===== config.mk =====
export PLATFORM = sky130hd
export DESIGN_NAME = deglitch_filter
export DESIGN_NICKNAME = d
export VERILOG_FILES = /design/src/rtl/dgf_pkg.sv /design/src/rtl/dgf_tick.sv /design/src/rtl/dgf_regs.sv /design/src/rtl/dgf_chan.sv /design/src/rtl/deglitch_filter.sv
export SDC_FILE = /design/constraint.sdc
export NUM_CORES = 2
export LEC_CHECK = 0
export BUFFER_PORTS_ARGS = -buffer_cell sky130_fd_sc_hd__buf_4
export CAP_MARGIN = 20
export CORE_UTILIZATION = 40
export DETAILED_ROUTE_END_ITERATION = 16
export PLACE_DENSITY = 0.67
export REMOVE_ABC_BUFFERS = 1
export SKIP_LAST_GASP = 1
export SYNTH_ARGS = -nofsm -noshare
export SYNTH_HDL_FRONTEND = slang
export SYNTH_SLANG_ARGS = --single-unit

===== constraint.sdc =====
create_clock -name clk -period 7.1 [get_ports clk]
set_input_delay 0 -clock clk [delete_from_list [all_inputs] [get_ports clk]]
set_output_delay 0 -clock clk [all_outputs]
set_load 0.05 [all_outputs]

===== src/rtl/dgf_pkg.sv =====
package dgf_pkg;
  localparam int ADDR_W      = 8;
  localparam int DATA_W      = 32;
  localparam int IVL_W       = 20;
  localparam logic [ADDR_W-1:0] IVL_ADDR    = 8'h08;
  localparam logic [ADDR_W-1:0] PORT_BASE   = 8'h40;
  localparam logic [ADDR_W-1:0] PORT_STRIDE = 8'h10;
  localparam logic [ADDR_W-1:0] ENA_OFFSET  = 8'h04;

  // Byte address of the enable mask for a given port.
  function automatic logic [ADDR_W-1:0] ena_addr(input int port);
    return PORT_BASE + ADDR_W'(port) * PORT_STRIDE + ENA_OFFSET;
  endfunction
endpackage


===== src/rtl/dgf_tick.sv =====
module dgf_tick #(
  parameter int CLKS_PER_TICK = 40
) (
  input  logic clk,
  input  logic rst_n,
  output logic tick
);
  generate
    if (CLKS_PER_TICK <= 1) begin : g_every
      logic unused_rst;
      assign unused_rst = rst_n;
      assign tick = 1'b1;
    end else begin : g_div
      localparam int CW = $clog2(CLKS_PER_TICK);
      localparam logic [CW-1:0] LAST = CW'(CLKS_PER_TICK - 1);
      logic [CW-1:0] cnt_q;
      always_ff @(posedge clk) begin
        if (!rst_n) cnt_q <= '0;
        else if (cnt_q == LAST) cnt_q <= '0;
        else cnt_q <= cnt_q + 1'b1;
      end
      assign tick = (cnt_q == LAST);
    end
  endgenerate
endmodule


===== src/rtl/dgf_regs.sv =====
module dgf_regs
  import dgf_pkg::*;
#(
  parameter int NPORTS = 4,
  parameter int PORT_W = 8,
  localparam int NCH = NPORTS * PORT_W
) (
  input  logic              clk,
  input  logic              rst_n,
  input  logic              reg_wr,
  input  logic [ADDR_W-1:0] reg_addr,
  input  logic [DATA_W-1:0] reg_wdata,
  output logic [IVL_W-1:0]  ivl,
  output logic [NCH-1:0]    en_mask,
  output logic              restart
);
  logic ivl_hit;
  logic [DATA_W-1:IVL_W] unused_wdata_hi;

  assign ivl_hit = reg_wr && (reg_addr == IVL_ADDR);
  assign unused_wdata_hi = reg_wdata[DATA_W-1:IVL_W];

  always_ff @(posedge clk) begin
    if (!rst_n) begin
      ivl     <= '0;
      restart <= 1'b0;
    end else begin
      restart <= ivl_hit;
      if (ivl_hit) ivl <= reg_wdata[IVL_W-1:0];
    end
  end

  for (genvar p = 0; p < NPORTS; p++) begin : g_port
    always_ff @(posedge clk) begin
      if (!rst_n)
        en_mask[p*PORT_W +: PORT_W] <= '0;
      else if (reg_wr && (reg_addr == ena_addr(p)))
        en_mask[p*PORT_W +: PORT_W] <= reg_wdata[PORT_W-1:0];
    end
  end
endmodule


===== src/rtl/dgf_chan.sv =====
module dgf_chan
  import dgf_pkg::*;
(
  input  logic             clk,
  input  logic             rst_n,
  input  logic             din,
  input  logic             en,
  input  logic [IVL_W-1:0] ivl,
  input  logic             ivl_zero,
  input  logic             tick,
  input  logic             restart,
  output logic             dout
);
  logic [IVL_W-1:0] cnt_q;
  logic [IVL_W:0]   cnt_inc;

  assign cnt_inc = {1'b0, cnt_q} + 1'b1;

  always_ff @(posedge clk) begin
    if (!rst_n) begin
      dout  <= 1'b0;
      cnt_q <= '0;
    end else if (!en || ivl_zero) begin
      dout  <= din;
      cnt_q <= '0;
    end else if (restart || (din == dout)) begin
      cnt_q <= '0;
    end else if (tick) begin
      if (cnt_inc >= {1'b0, ivl}) begin
        dout  <= din;
        cnt_q <= '0;
      end else begin
        cnt_q <= cnt_inc[IVL_W-1:0];
      end
    end
  end
endmodule


===== src/rtl/deglitch_filter.sv =====
module deglitch_filter
  import dgf_pkg::*;
#(
  parameter int NPORTS        = 4,
  parameter int PORT_W        = 8,
  parameter int CLKS_PER_TICK = 40,
  localparam int NCH = NPORTS * PORT_W
) (
  input  logic              clk,
  input  logic              rst_n,
  input  logic              reg_wr,
  input  logic [ADDR_W-1:0] reg_addr,
  input  logic [DATA_W-1:0] reg_wdata,
  input  logic [NCH-1:0]    raw_in,
  output logic [NCH-1:0]    filt_out
);
  logic [NCH-1:0]   sync1_q;
  logic [NCH-1:0]   sync_q;
  logic [IVL_W-1:0] ivl_q;
  logic [NCH-1:0]   en_mask;
  logic             restart;
  logic             tick;
  logic             ivl_zero;

  always_ff @(posedge clk) begin
    if (!rst_n) begin
      sync1_q <= '0;
      sync_q  <= '0;
    end else begin
      sync1_q <= raw_in;
      sync_q  <= sync1_q;
    end
  end

  dgf_tick #(.CLKS_PER_TICK(CLKS_PER_TICK)) u_tick (
    .clk  (clk),
    .rst_n(rst_n),
    .tick (tick)
  );

  dgf_regs #(.NPORTS(NPORTS), .PORT_W(PORT_W)) u_regs (
    .clk      (clk),
    .rst_n    (rst_n),
    .reg_wr   (reg_wr),
    .reg_addr (reg_addr),
    .reg_wdata(reg_wdata),
    .ivl      (ivl_q),
    .en_mask  (en_mask),
    .restart  (restart)
  );

  assign ivl_zero = (ivl_q == '0);

  for (genvar c = 0; c < NCH; c++) begin : g_chan
    dgf_chan u_chan (
      .clk     (clk),
      .rst_n   (rst_n),
      .din     (sync_q[c]),
      .en      (en_mask[c]),
      .ivl     (ivl_q),
      .ivl_zero(ivl_zero),
      .tick    (tick),
      .restart (restart),
      .dout    (filt_out[c])
    );
  end
endmodule


==> Flow_metrics.wiki <==
{| class="wikitable"
! Metric !! Value
|-
| Run status || complete, no violations
|-
| Half-perimeter wire length after placement || 109000 um
|-
| Top post-synthesis cells by count || 958 x nand2_1, 795 x dfxtp_1, 707 x nand3_1
|-
| Die height || roughly 380 um
|-
| Met3 wire length || ~13000 um
|-
| Number of nets in the layout || between 8000 and 9000
|-
| Post-CTS Setup Bufs || 0
|-
| DR vias/cell || around 5.8
|-
| Worst-skew pair later-pin latency || 0.71 ns
|-
| CP max stage delay || just under 0.9 ns
|-
| Top FF cell, synth || dfxtp_1
|-
| Starting Density || between 40% and 50%
|-
| Clock transition at the registers of the reported paths || about 0.06 ns
|-
| Post-synthesis cell type with the largest combined area || dfxtp_1
|-
| Number of failing hold endpoints at the final stage || 0
|-
| Clock tree from TritonCTS || done
|-
| Area of the die || around 150000 um2
|-
| First-pass GRT wire length || 271000 um
|-
| Total routing usage reported by global routing || a little under a quarter
|-
| Core Area || approximately 140000 um2
|-
| Ordered list of cells on the worst path || ha_1 > and4_1 > nand4_1 > or3_1 > nor2_2 > nand3_1 > xnor2_1 > ha_1 > a21o_1 > a21oi_1 > o21ai_0 > or3_1 > a311oi_2 > buf_4 > nand3_1 > a31oi_1
|-
| Async set-reset flop share out of synthesis || 0%
|-
| Max-slew violation count || 0
|-
| Worst hold path class || input port to register
|-
| Drt pass-1 iters || 6
|-
| Worst Path Class, Setup || register to register
|-
| Maximum vdd ir drop || about 0.00019 V
|-
| Share of Yosys cell area claimed by the top area cell type || approximately 28%
|-
| Count of endpoints failing setup in the final report || 0
|-
| Instance count after placement with tap cells included || 8979
|-
| DR DRC count || 0
|-
| Post-Layout Inst Area || around 64000 um2
|-
| Critical-path cell with the highest stage delay || a311oi_2
|-
| Yosys warning total || 0
|-
| Count of antenna diodes in the layout || 0
|-
| Combinational cell fraction of total power || 2.3%
|-
| Number of buffers added on ports || 94
|-
| Count of pins on the block boundary || approximately 110
|-
| Switching part of the total power || between 20 and 25%
|-
| Post-DRT Antenna Nets || 0
|-
| Worst slew pin tran || between 1 and 1.5 ns
|-
| Synthesized netlist cell count || around 7400
|-
| Worst setup slack after placement || between 2 and 2.5 ns
|-
| Min Tclk post-route || about 5 ns
|-
| Total internal power || around 7.7 mW
|-
| Clk pwr share || 52.1%
|-
| Placement-stage cell area || 59400 um2
|-
| Signed area change from the synthesized netlist to the final layout || 10.6%
|-
| Number of enable flip-flop cells after synthesis || 0
|-
| Post-synthesis sequential area ratio || about 28%
|-
| Worst Skew || about 0.019 ns
|-
| Flops & latches, synth || slightly below 800
|-
| Max Used Layer || met4
|-
| Per-cell routed wire length || ~19 um
|-
| H-tree Lvls || 3
|-
| Maximum number of pins on one net before global-route repair || slightly above 200
|-
| Vias in the first global route || about 50000
|-
| Antenna violations before repair || 2
|-
| Die width || approximately 380 um
|-
| Total via count after detailed routing || ~54000
|-
| Endpoint type of the worst setup path || register
|-
| Syn Area/Cell || 7.81 um2
|-
| Reported net switching power || about 2.2 mW
|-
| WP data required || 7.69 ns
|-
| Routed wire length || roughly 170000 um
|-
| Root buffer cell || clkbuf_16
|-
| Fillers || about 14000
|-
| Clock net sink count || slightly below 800
|-
| Cell with the most instances after synthesis || nand2_1
|-
| Sum of overflow across all layers after global routing || 0
|-
| Iter 0 DRT Violations || between 4000 and 5000
|-
| Final GP Congestion || approximately 0.88
|-
| Critical Path Fanout Max || 15
|-
| Unrepaired setup endpoints after global routing || no
|-
| Dominant cells by area after synthesis || dfxtp_1 28%, ha_1 15%, nand2_1 6.3%, nand3_1 6.2%, xnor2_1 5.5%
|-
| Crit path buf inv count || 1
|-
| Total length of routed met2 wires || about 75000 um
|-
| Number of non-filler instances in the completed layout || approximately 9200
|-
| Worst-case headroom to the max-slew limit || between 15 and 20%
|-
| Power share of the sequential group || around 46%
|-
| Period utilisation layout || roughly 71%
|-
| Pwr Density || 155 nW/um2
|-
| Netlist cell types || 91
|-
| Worst Path Arrival || between 5 and 6 ns
|-
| Total standard cell area after synthesis || between 50000 and 60000 um2
|-
| Leakage power summed over all cells || 25.0 nW
|-
| Area occupied by multi-input gates || between 30000 and 40000 um2
|-
| Standard-cell row count || 138
|-
| # Max-Cap Violations || 0
|-
| Crit start category || register
|-
| Maximum frequency from static timing analysis || roughly 0.20 GHz
|-
| Share of layout cells above drive strength 1 || approximately 5.7%
|-
| CP top delay family || simple AND/OR/NAND/NOR gates
|-
| Final setup margin || around 2.1 ns
|-
| Deepest clock path buffer count || 3
|-
| Total clock buffers created by CTS || 94
|-
| Total routed wire length on the met1 layer || about 80000 um
|-
| Area used by sequential logic in the layout || ~16000 um2
|}
[worst register-to-register path: stages, from the launching register on]
cell,delay (ns)
dfxtp_1,0.42
ha_1,0.28
and4_1,0.26
nand4_1,0.23
or3_1,0.54
nor2_2,0.29
nand3_1,0.13
xnor2_1,0.22
ha_1,0.28
a21o_1,0.18
a21oi_1,0.13
o21ai_0,0.08
or3_1,0.36
a311oi_2,0.87
buf_4,0.36
nand3_1,0.11
a31oi_1,0.17
[registers in the layout (all words and copies together), names as in the netlist]
signal,count
u_tick.g_div.cnt_q,6
u_regs.restart,1
g_chan.u_chan.cnt_q,640
u_regs.ivl,20
sync1_q,32
u_regs.en_mask,32
g_chan.u_chan.dout,32
sync_q,32
[cell type report]
cell class / count / area share [%]
clock inverter: 30 / 0.623
multi-input combinational: 6060 / 62.2
inverter: 82 / 0.513
timing repair buffer: 248 / 3.48
clock buffer: 141 / 4.48
sequential: 795 / 25.0
tap: 1890 / 3.72
[cell families after synthesis]
family                     Yosys count  share of synthesized area, %
AOI/OAI and AO/OA                 1430                          14.9
xor gates and xnor gates           630                          9.59
adders and majority gates          673                          14.6
buffers and inverters              508                          3.63
DFF                                795                          27.7
muxes                               51                         0.905
and+or+nand+nor                   3276                          28.7
[power by group through the flow]
| stage | combinational [mW] | clock [mW] | sequential [mW] |
|---|---|---|---|
| final | 0.229 | 5.16 | 4.50 |
| after global routing | 0.242 | 5.42 | 4.50 |
| after CTS | 0.224 | 5.25 | 4.50 |
| after detailed placement | 0.192 | 0 | 4.60 |
| after global placement | 0.189 | 0 | 4.60 |
| after floorplan | 0.0798 | 0 | 4.60 |
[placed cells by master (no fill, tap or decap), types with 30 or more instances in the layout]
cell type,synthesis,layout
a21o_1,174,174
a21oi_1,620,619
a31oi_1,135,135
and2_1,113,113
and3_1,176,176
and4_1,48,47
buf_4,33,145
clkbuf_16,0,97
clkinv_2,0,30
dfxtp_1,795,794
dlygate4sd3_1,0,91
ha_1,673,673
inv_1,81,62
mux2i_1,43,43
nand2_1,958,958
nand2b_1,43,43
nand3_1,707,707
nand3b_1,82,82
nand4_1,192,192
nand4b_1,46,46
nor2_1,433,429
nor2b_1,78,78
nor3_1,182,181
nor4_1,81,80
o211ai_1,30,30
o21ai_0,255,255
xnor2_1,361,361
xor2_1,269,269
[final timing paths]
check	slack, ns	startpoint	cells past startpoint	endpoint
setup / recovery	2.09	g_chan[8].u_chan.cnt_q[0]$_SDFFE_PP0P_	16	g_chan[8].u_chan.cnt_q[12]$_SDFFE_PP0P_
hold / removal	0.05	raw_in[23]	3	sync1_q[23]$_SDFF_PN0_
setup reg to reg	2.09	g_chan[8].u_chan.cnt_q[0]$_SDFFE_PP0P_	16	g_chan[8].u_chan.cnt_q[12]$_SDFFE_PP0P_
hold reg to reg	0.43	sync1_q[20]$_SDFF_PN0_	1	sync_q[20]$_SDFF_PN0_
[timing repair]
item | 4_1_cts | 5_1_grt
hold buffers | 91 | 0
hold endpoints to repair | 103 | 0
gates resized for setup | 0 | 0
[metrics by stage]
stage          setup TNS [ns]  utilization (%)  power [mW]  hold slack, ns
2_1_floorplan        -8302.12                -        4.68          0.0756
3_3_place_gp                0             41.8        4.79           0.188
3_5_place_dp                0             41.8        4.79           0.189
4_1_cts                     0             44.7        9.98         0.00582
5_1_grt                     0             44.8        10.2          0.0328
6_report                    0             44.8        9.89          0.0461
[per-layer routing]
metal / up-vias / GRT usage [%]
li1: 26400 / -
met1: 25700 / 31.4
met2: 1651 / 36.3
met3: 307 / 3.77
met4: 0 / 7.78
met5: - / 0
Power figures use the tool's default switching activity.
